### config.mk
export PLATFORM = sky130hd
export DESIGN_NAME = gpio_sleep_port
export DESIGN_NICKNAME = d
export VERILOG_FILES = /design/src/rtl/gpio_port_pkg.sv /design/src/rtl/gpio_pin_sync.sv /design/src/rtl/gpio_cfg_regs.sv /design/src/rtl/gpio_pad_hold.sv /design/src/rtl/gpio_sleep_port.sv
export SDC_FILE = /design/constraint.sdc
export NUM_CORES = 1
export LEC_CHECK = 0
export BUFFER_PORTS_ARGS = -buffer_cell sky130_fd_sc_hd__clkbuf_2
export CELL_PAD_IN_SITES_DETAIL_PLACEMENT = 0
export CELL_PAD_IN_SITES_GLOBAL_PLACEMENT = 1
export CORE_MARGIN = 1.5
export CORE_UTILIZATION = 54
export CTS_BUF_LIST = sky130_fd_sc_hd__clkbuf_8
export DETAILED_ROUTE_END_ITERATION = 12
export MAX_ROUTING_LAYER = met4
export PLACE_DENSITY_LB_ADDON = 0.1
export REMOVE_ABC_BUFFERS = 1
export SETUP_SLACK_MARGIN = 0.4
export SLEW_MARGIN = 10
export SYNTH_ARGS = -nofsm -noshare
export SYNTH_HDL_FRONTEND = slang
export SYNTH_SLANG_ARGS = --single-unit
### constraint.sdc
create_clock -name clk -period 2.5 [get_ports clk]
set_input_delay 0.5 -clock clk [delete_from_list [all_inputs] [get_ports clk]]
set_output_delay 0.5 -clock clk [all_outputs]
set_load 0.02 [all_outputs]
### src/rtl/gpio_port_pkg.sv
package gpio_port_pkg;
  localparam int ADDR_W = 3;
  localparam int CFG_N  = 5;

  typedef enum logic [ADDR_W-1:0] {
    OFS_DIR  = 3'd0,
    OFS_OUT  = 3'd1,
    OFS_PULL = 3'd2,
    OFS_EDGE = 3'd3,
    OFS_IE   = 3'd4,
    OFS_FLAG = 3'd5,
    OFS_LOCK = 3'd6,
    OFS_IN   = 3'd7
  } gpio_ofs_e;
endpackage

### src/rtl/gpio_pin_sync.sv
module gpio_pin_sync #(
  parameter int WIDTH  = 8,
  parameter int STAGES = 2
) (
  input  logic             clk,
  input  logic             rst_n,
  input  logic [WIDTH-1:0] pin_in,
  input  logic [WIDTH-1:0] edge_sel,
  output logic [WIDTH-1:0] level,
  output logic [WIDTH-1:0] hit
);
  logic [WIDTH-1:0] chain [STAGES+1];

  always_ff @(posedge clk or negedge rst_n) begin
    if (!rst_n) chain[0] <= '0;
    else        chain[0] <= pin_in;
  end

  for (genvar s = 1; s <= STAGES; s++) begin : g_stage
    always_ff @(posedge clk or negedge rst_n) begin
      if (!rst_n) chain[s] <= '0;
      else        chain[s] <= chain[s-1];
    end
  end

  logic [WIDTH-1:0] cur, prev;
  assign cur   = chain[STAGES-1];
  assign prev  = chain[STAGES];
  assign level = cur;
  assign hit   = (~edge_sel & cur & ~prev) | (edge_sel & ~cur & prev);
endmodule

### src/rtl/gpio_cfg_regs.sv
module gpio_cfg_regs
  import gpio_port_pkg::*;
#(
  parameter int WIDTH = 8
) (
  input  logic              clk,
  input  logic              cfg_rst_n,
  input  logic              wr_en,
  input  logic [ADDR_W-1:0] wr_addr,
  input  logic [WIDTH-1:0]  wr_data,
  output logic [WIDTH-1:0]  dir,
  output logic [WIDTH-1:0]  dout,
  output logic [WIDTH-1:0]  pull,
  output logic [WIDTH-1:0]  edge_sel,
  output logic [WIDTH-1:0]  ie
);
  logic [WIDTH-1:0] regs [CFG_N];

  for (genvar g = 0; g < CFG_N; g++) begin : g_reg
    always_ff @(posedge clk or negedge cfg_rst_n) begin
      if (!cfg_rst_n)                             regs[g] <= '0;
      else if (wr_en && wr_addr == ADDR_W'(g))    regs[g] <= wr_data;
    end
  end

  assign dir      = regs[OFS_DIR];
  assign dout     = regs[OFS_OUT];
  assign pull     = regs[OFS_PULL];
  assign edge_sel = regs[OFS_EDGE];
  assign ie       = regs[OFS_IE];
endmodule

### src/rtl/gpio_pad_hold.sv
module gpio_pad_hold #(
  parameter int WIDTH = 8
) (
  input  logic             clk,
  input  logic             rst_n,
  input  logic             lock,
  input  logic             entry,
  input  logic [WIDTH-1:0] flags,
  input  logic [WIDTH-1:0] dir,
  input  logic [WIDTH-1:0] dout,
  input  logic [WIDTH-1:0] pull,
  input  logic [WIDTH-1:0] edge_sel,
  input  logic [WIDTH-1:0] ie,
  output logic [WIDTH-1:0] eff_dir,
  output logic [WIDTH-1:0] eff_out,
  output logic [WIDTH-1:0] eff_pull,
  output logic [WIDTH-1:0] eff_edge,
  output logic [WIDTH-1:0] held_ie,
  output logic [WIDTH-1:0] entry_flags
);
  logic [WIDTH-1:0] h_dir, h_out, h_pull, h_edge, h_ie;

  // Transparent while unlocked, frozen while locked.
  always_ff @(posedge clk or negedge rst_n) begin
    if (!rst_n) begin
      h_dir <= '0; h_out <= '0; h_pull <= '0; h_edge <= '0; h_ie <= '0;
    end else if (!lock) begin
      h_dir <= dir; h_out <= dout; h_pull <= pull; h_edge <= edge_sel; h_ie <= ie;
    end
  end

  always_ff @(posedge clk or negedge rst_n) begin
    if (!rst_n)     entry_flags <= '0;
    else if (entry) entry_flags <= flags;
  end

  assign eff_dir  = lock ? h_dir  : dir;
  assign eff_out  = lock ? h_out  : dout;
  assign eff_pull = lock ? h_pull : pull;
  assign eff_edge = lock ? h_edge : edge_sel;
  assign held_ie  = h_ie;
endmodule

### src/rtl/gpio_sleep_port.sv
module gpio_sleep_port
  import gpio_port_pkg::*;
#(
  parameter int WIDTH       = 8,
  parameter int SYNC_STAGES = 2
) (
  input  logic              clk,
  input  logic              rst_n,
  input  logic              dom_rst_n,
  input  logic              sleep_i,
  input  logic              bus_we,
  input  logic [ADDR_W-1:0] bus_addr,
  input  logic [WIDTH-1:0]  bus_wdata,
  output logic [WIDTH-1:0]  bus_rdata,
  input  logic [WIDTH-1:0]  pin_in,
  output logic [WIDTH-1:0]  pad_oe,
  output logic [WIDTH-1:0]  pad_out,
  output logic [WIDTH-1:0]  pad_pull_en,
  output logic              wake_req
);
  logic             wr_ok, sleep_q, entry, lock_q, wake_q;
  logic             cfg_rst_n;
  logic [WIDTH-1:0] cfg_dir, cfg_out, cfg_pull, cfg_edge, cfg_ie;
  logic [WIDTH-1:0] eff_dir, eff_out, eff_pull, eff_edge, held_ie, entry_flags;
  logic [WIDTH-1:0] level, hit, flags_q, clr_mask;

  assign wr_ok     = bus_we && !sleep_i;
  assign cfg_rst_n = rst_n && dom_rst_n;
  assign entry     = sleep_i && !sleep_q;

  gpio_cfg_regs #(.WIDTH(WIDTH)) u_cfg (
    .clk(clk), .cfg_rst_n(cfg_rst_n), .wr_en(wr_ok), .wr_addr(bus_addr),
    .wr_data(bus_wdata), .dir(cfg_dir), .dout(cfg_out), .pull(cfg_pull),
    .edge_sel(cfg_edge), .ie(cfg_ie)
  );

  gpio_pad_hold #(.WIDTH(WIDTH)) u_hold (
    .clk(clk), .rst_n(rst_n), .lock(lock_q), .entry(entry), .flags(flags_q),
    .dir(cfg_dir), .dout(cfg_out), .pull(cfg_pull), .edge_sel(cfg_edge), .ie(cfg_ie),
    .eff_dir(eff_dir), .eff_out(eff_out), .eff_pull(eff_pull), .eff_edge(eff_edge),
    .held_ie(held_ie), .entry_flags(entry_flags)
  );

  gpio_pin_sync #(.WIDTH(WIDTH), .STAGES(SYNC_STAGES)) u_sync (
    .clk(clk), .rst_n(rst_n), .pin_in(pin_in), .edge_sel(eff_edge),
    .level(level), .hit(hit)
  );

  // Always-on domain: sleep tracker, lock, flags, wake latch.
  always_ff @(posedge clk or negedge rst_n) begin
    if (!rst_n) sleep_q <= 1'b0;
    else        sleep_q <= sleep_i;
  end

  always_ff @(posedge clk or negedge rst_n) begin
    if (!rst_n)                             lock_q <= 1'b0;
    else if (entry)                         lock_q <= 1'b1;
    else if (wr_ok && bus_addr == OFS_LOCK) lock_q <= bus_wdata[0];
  end

  assign clr_mask = (wr_ok && !lock_q && bus_addr == OFS_FLAG) ? bus_wdata : '0;

  always_ff @(posedge clk or negedge rst_n) begin
    if (!rst_n) flags_q <= '0;
    else        flags_q <= (flags_q & ~clr_mask) | hit;
  end

  always_ff @(posedge clk or negedge rst_n) begin
    if (!rst_n)        wake_q <= 1'b0;
    else if (!sleep_i) wake_q <= 1'b0;
    else               wake_q <= wake_q | (|(hit & held_ie & ~entry_flags));
  end

  always_comb begin
    case (gpio_ofs_e'(bus_addr))
      OFS_DIR:  bus_rdata = cfg_dir;
      OFS_OUT:  bus_rdata = cfg_out;
      OFS_PULL: bus_rdata = cfg_pull;
      OFS_EDGE: bus_rdata = cfg_edge;
      OFS_IE:   bus_rdata = cfg_ie;
      OFS_FLAG: bus_rdata = flags_q;
      OFS_LOCK: bus_rdata = {{(WIDTH-1){1'b0}}, lock_q};
      default:  bus_rdata = level;
    endcase
  end

  assign pad_oe      = eff_dir;
  assign pad_out     = eff_out & eff_dir;
  assign pad_pull_en = eff_pull & ~eff_dir;
  assign wake_req    = wake_q;
endmodule

==> results of run 1 <==
logic make-up (layout without fill, tap and decap cells):
group	count (synthesis)	count (layout)	synth area share
AO/OA/AOI/OAI	41	41	0.0569
buffers and inverters	23	148	0.0214
flip-flops	123	123	0.586
multiplexers	108	108	0.234
AND/OR/NAND/NOR	97	97	0.102
state kept, by name, summed over array words and instances, names as in the netlist, 8 cells and up:
| register | flops |
|---|---|
| u_hold.h_out | 8 |
| u_hold.entry_flags | 8 |
| u_hold.h_edge | 8 |
| u_sync.chain | 8 |
| u_hold.h_dir | 8 |
| flags_q | 8 |
| u_sync.level | 8 |
| u_cfg.edge_sel | 8 |
| u_hold.held_ie | 8 |
| u_cfg.ie | 8 |
| u_cfg.dout | 8 |
| u_hold.h_pull | 8 |
| u_cfg.pull | 8 |
| u_cfg.dir | 8 |
| u_sync.prev | 8 |
cell type report:
cell class	count	area share
inverter	8	0.00435
clock buffer	20	0.0399
multi-input combinational	246	0.320
tap	129	0.0234
timing repair buffer	108	0.131
sequential	123	0.446
clock inverter	12	0.0350
cell usage after synthesis, types with 5 or more instances:
master and n:
dfrtp_1 123, mux2_2 93, nand2_1 25, nor2_1 17, nor2b_1 15, nand2b_1 13
mux2i_1 12, and2_1 10, buf_2 9, inv_1 8, nor4bb_1 6, o21ai_0 6
a21o_1 5, a21oi_1 5, a22oi_1 5
metrics by stage:
step | util | TNS, ns | power [uW]
after floorplan | - | -0.458 | 3630
after global placement | 0.625 | 0 | 4050
after detailed placement | 0.625 | 0 | 4110
after CTS | 0.703 | 0 | 6430
after global routing | 0.740 | 0 | 7000
final | 0.740 | 0 | 6670
repair_timing:
action	CTS	global route
buffers inserted	12	10
gates cloned	0	2
hold endpoints to repair	30	0
hold buffers	2	0
endpoints found under the setup margin	33	33
resized for setup	27	88
pin swaps	1	9
metal layers:
metal / wire length, um / GRT usage / vias up / part of all wire
met4: 256 / 0.0994 / 0 / 0.020
met1: 5450 / 0.349 / 1816 / 0.43
met3: 638 / 0.0718 / 21 / 0.051
met2: 6210 / 0.394 / 96 / 0.49
met5: 0 / - / - / 0
li1: - / - / 1633 / -
worst max path at each step:
stage | slack, ns | start | endpoint
after global routing | 0.16 | lock_q | pad_pull_en[2]
after global placement | 0.13 | bus_addr[0] | bus_rdata[0]
after CTS | 0.21 | lock_q | pad_pull_en[4]
after detailed placement | 0.14 | bus_addr[0] | bus_rdata[1]
after floorplan | -0.06 | lock_q | pad_pull_en[0]
final | 0.22 | lock_q | pad_out[6]
where the power goes:
part | total, uW | internal [uW] | switching [uW]
clock network | 2240 | 1460 | 778
registers | 2700 | 2460 | 244
logic | 1720 | 931 | 789
total | 6670 | 4860 | 1810
==> metrics, run 1 <==
Placed Area=0.00583 mm^2; I/O pins=57; Post-synth EDFFs=0; Via density=5.52; Final Hold Vio Count=0; Die Wd=102 um; fin. max-slew vios=0; Power Dens Cells=965 mW/mm^2; DRT Wirelength=12600 um; dpl cells=~600; sink of the worst hold path=u_sync.chain[18]; mean post-synth cell area=13.4 um^2; CP peak stage delay=0.55 ns; Seq. cell area=0.00308 mm^2; Synth area leader=dfrtp_1; Synth Flop Type=dfrtp_1; gpl congestion=slightly above 0.8; Worst EP arrival=1.78 ns; Reg-to-Reg End=wake_req; yosys warns=0; Buffers on Ports=56; share of post-route cells with drive strength above 1=0.503; critical path class=reg -> out; final net count=roughly 530; Synth Register Bits=between 100 and 150; fillcell total=about 630; largest net degree at the start of global routing=57; reg-to-reg startpoint=lock_q; TritonCTS Buffers=17; Clock H-tree levels=4; DRC Markers=0; FF-to-FF path depth=6; VDD IR-drop max=844 uV; Slew @ Worst Pin=around 0.66 ns; Tcrit/Tclk final=0.911; CTS Buffer Depth=2; Crit path max-delay family=flip-flops; vias in the first global route=~3.6k; Crit. End Element=output port; hold slack=0.174 ns; Netlist Area Pre-Place=around 0.0053 mm^2; R2R Setup Slk=0.46 ns; post-route setup slack=0.223 ns; Clock Sinks=123; worst slack at placement=0.145 ns; Skew-Pair Late Insertion Delay=between 0.4 and 0.5 ns; Clk pin slew, worst setup/hold paths=0.07 ns; TritonCTS clock tree=done; commonest non-fill, non-tap cell in the layout=dfrtp_1; initial antenna violation count=0; # diodes=0; largest cells by area after synthesis=dfrtp_1 (59%), mux2_2 (20%), mux2i_1 (2.3%), nand2_1 (1.8%), nor2b_1 (1.8%); synth unique cells=~40; Hold Crit Start=pin_in[2]; Startpoint Class=register; Die Area=0.0103 mm^2; sequential area share after synthesis=0.586; first-pass GRT wire length=19400 um; Buffers & Inverters on Critical Path=2; post-route cell area=0.00691 mm^2; Multi-input gate area=approximately 0.0022 mm^2; Critical Path RT=2.00 ns; final cell count without fillers=about 650; Antenna Violating Nets Remaining=0; Final Setup Violations=0; cell count of the worst hold path=1; via count=roughly 3.6k; Highest Clock Rate=439 MHz; Site Rows=35; DIE HEIGHT=102 um; Leak=roughly 0.0032 uW; Synth Instances=392; Crit-path slowest cell=dfrtp_4; crit path max fanout=6; Tmin final=2.28 ns; Post-synth ARST share=1.00; Min-Delay Path Class=in -> reg; max cap viols=0; Syn-to-layout area delta=31.4%; relative slew slack=0.560; Core Region=between 0.009 and 0.01 mm^2; Overflow after GRT=0; post-synth top area share=0.586; clk root buf=clkbuf_8; DRT Pass-1 Iters=4; Final HPWL DP=7900 um; Levels on crit path=4; WL per Instance=19.4 um; GRT Overall Usage=0.265; most frequent cells in the layout=dfrtp_1 (122), mux2_2 (85), buf_4 (53); status=finished clean; RSZ-0062 raised after global routing=true; Cell Chain, Critical Path=buf_12, mux2_4, and2_4, buf_6; starting density of the core=0.563; clk_skew=slightly above 0.009 ns; DRT iter0 DRCs=approximately 130
(Power assumes the default switching activity.)
==> run 2, diff against run 1 <==
--- a/config.mk
+++ b/config.mk
@@ -10,7 +10,8 @@
 export CELL_PAD_IN_SITES_GLOBAL_PLACEMENT = 1
 export CORE_MARGIN = 1.5
 export CORE_UTILIZATION = 54
-export CTS_BUF_LIST = sky130_fd_sc_hd__clkbuf_8
+export CTS_BUF_LIST = sky130_fd_sc_hd__clkbuf_2 sky130_fd_sc_hd__clkbuf_4 sky130_fd_sc_hd__clkbuf_8
+export CTS_CLUSTER_DIAMETER = 150
 export DETAILED_ROUTE_END_ITERATION = 12
 export MAX_ROUTING_LAYER = met4
 export PLACE_DENSITY_LB_ADDON = 0.1
==> metrics, run 2 (synthesized netlist as in run 1, its figures left out) <==
Power Dens Cells=968 mW/mm^2 (was 965 mW/mm^2); Die Wd=102 um (unchanged); # diodes=0 (unchanged); post-route setup slack=0.218 ns (was 0.223 ns); DRC Markers=0 (unchanged); fillcell total=627 (unchanged); status=finished clean (unchanged); crit path max fanout=6 (unchanged); Seq. cell area=0.00308 mm^2 (unchanged); commonest non-fill, non-tap cell in the layout=dfrtp_1 (unchanged); Syn-to-layout area delta=31.6% (was 31.4%); Overflow after GRT=0 (unchanged); DRT Pass-1 Iters=5 (was 4); VDD IR-drop max=839 uV (was 844 uV); Worst EP arrival=1.78 ns (about the same); max cap viols=0 (unchanged); most frequent cells in the layout=dfrtp_1 (122), mux2_2 (85), buf_4 (53) (unchanged); largest net degree at the start of global routing=57 (unchanged); Min-Delay Path Class=in -> reg (unchanged); Core Region=0.00933 mm^2 (unchanged); Leak=0.00321 uW (about the same); RSZ-0062 raised after global routing=true (unchanged); Cell Chain, Critical Path=buf_12, mux2_4, and2_4, buf_6 (unchanged); I/O pins=57 (unchanged); Slew @ Worst Pin=0.655 ns (was 0.660 ns); final net count=528 (unchanged); Antenna Violating Nets Remaining=0 (unchanged); Die Area=0.0103 mm^2 (unchanged); Final HPWL DP=7900 um (unchanged); Multi-input gate area=0.00221 mm^2 (about the same); Buffers & Inverters on Critical Path=2 (unchanged); Final Setup Violations=0 (unchanged); CTS Buffer Depth=2 (unchanged); gpl congestion=0.813 (unchanged); relative slew slack=0.564 (was 0.560); WL per Instance=19.4 um (about the same); clk root buf=clkbuf_8 (unchanged); hold slack=0.168 ns (was 0.174 ns); Startpoint Class=register (unchanged); Highest Clock Rate=438 MHz (was 439 MHz); CP peak stage delay=0.55 ns (about the same); Via density=5.46 (was 5.52); critical path class=reg -> out (unchanged); share of post-route cells with drive strength above 1=0.507 (was 0.503); Crit path max-delay family=flip-flops (unchanged); initial antenna violation count=0 (unchanged); TritonCTS clock tree=done (unchanged); Critical Path RT=2.00 ns (about the same); Clk pin slew, worst setup/hold paths=0.07 ns (about the same); starting density of the core=0.563 (unchanged); Clock H-tree levels=4 (unchanged); DRT Wirelength=12600 um (about the same); TritonCTS Buffers=17 (unchanged); Clock Sinks=123 (unchanged); via count=3527 (was 3566); Site Rows=35 (unchanged); worst slack at placement=0.145 ns (unchanged); first-pass GRT wire length=19400 um (about the same); Tcrit/Tclk final=0.913 (was 0.911); clk_skew=0.0102 ns (was 0.00927 ns); Buffers on Ports=56 (unchanged); vias in the first global route=3607 (was 3598); fin. max-slew vios=0 (unchanged); DIE HEIGHT=102 um (unchanged); Final Hold Vio Count=0 (unchanged); Tmin final=2.28 ns (about the same); DRT iter0 DRCs=131 (was 133); Crit-path slowest cell=dfrtp_4 (unchanged); GRT Overall Usage=0.266 (was 0.265); Skew-Pair Late Insertion Delay=0.44 ns (was 0.43 ns); Crit. End Element=output port (unchanged)
==> run 2: power by group <==
part           internal [uW]  switching [uW]
Combinational            931             786
Clock                   1480             787
Sequential              2460             244
==> run 2: layout make-up <==
class	count	share of cell area
clock buffer	21	0.0409
clock inverter	11	0.0344
inverter	8	0.00434
multi-input combinational	246	0.320
sequential	123	0.446
tap	129	0.0233
timing repair buffer	108	0.131
==> run 2: worst paths after layout <==
path,endpoint,slack (ns),cells after the start,start
worst max-delay path,pad_out[6],0.22,4,lock_q
worst min-delay path,u_sync.chain[18],0.17,1,pin_in[2]
worst max register to register,wake_req,0.45,6,lock_q
worst min register to register,u_sync.level[5],0.34,0,u_sync.chain[21]
max in group asynchronous,u_cfg.ie[1],1.10,4,rst_n
min in group asynchronous,u_cfg.ie[0],0.50,3,dom_rst_n
==> run 2: what timing repair did <==
action / CTS / global route
endpoints found under the setup margin: 33 / 33
resized for setup: 27 / 90
buffers inserted: 12 / 10
endpoints found under the hold margin: 30 / 0
pin swaps: 1 / 9
cloned: 0 / 2
hold buffers: 2 / 0
==> run 2: routing by layer <==
metal | track usage | vias to the layer above | wire, um
li1 | - | 1631 | -
met1 | 0.349 | 1781 | 5310
met2 | 0.395 | 100 | 6320
met3 | 0.0676 | 15 | 757
met4 | 0.109 | 0 | 169
met5 | - | - | 0
==> run 2: stage by stage <==
stage | cells | area, um^2 | util | power, uW | TNS [ns]
2_1_floorplan | 377 | 5170 | - | 3630 | -0.458
3_3_place_gp | 588 | 5830 | 0.625 | 4050 | 0
3_5_place_dp | 588 | 5830 | 0.625 | 4110 | 0
4_1_cts | 634 | 6560 | 0.704 | 6450 | 0
5_1_grt | 646 | 6910 | 0.741 | 7020 | 0
6_report | 646 | 6910 | 0.741 | 6690 | 0
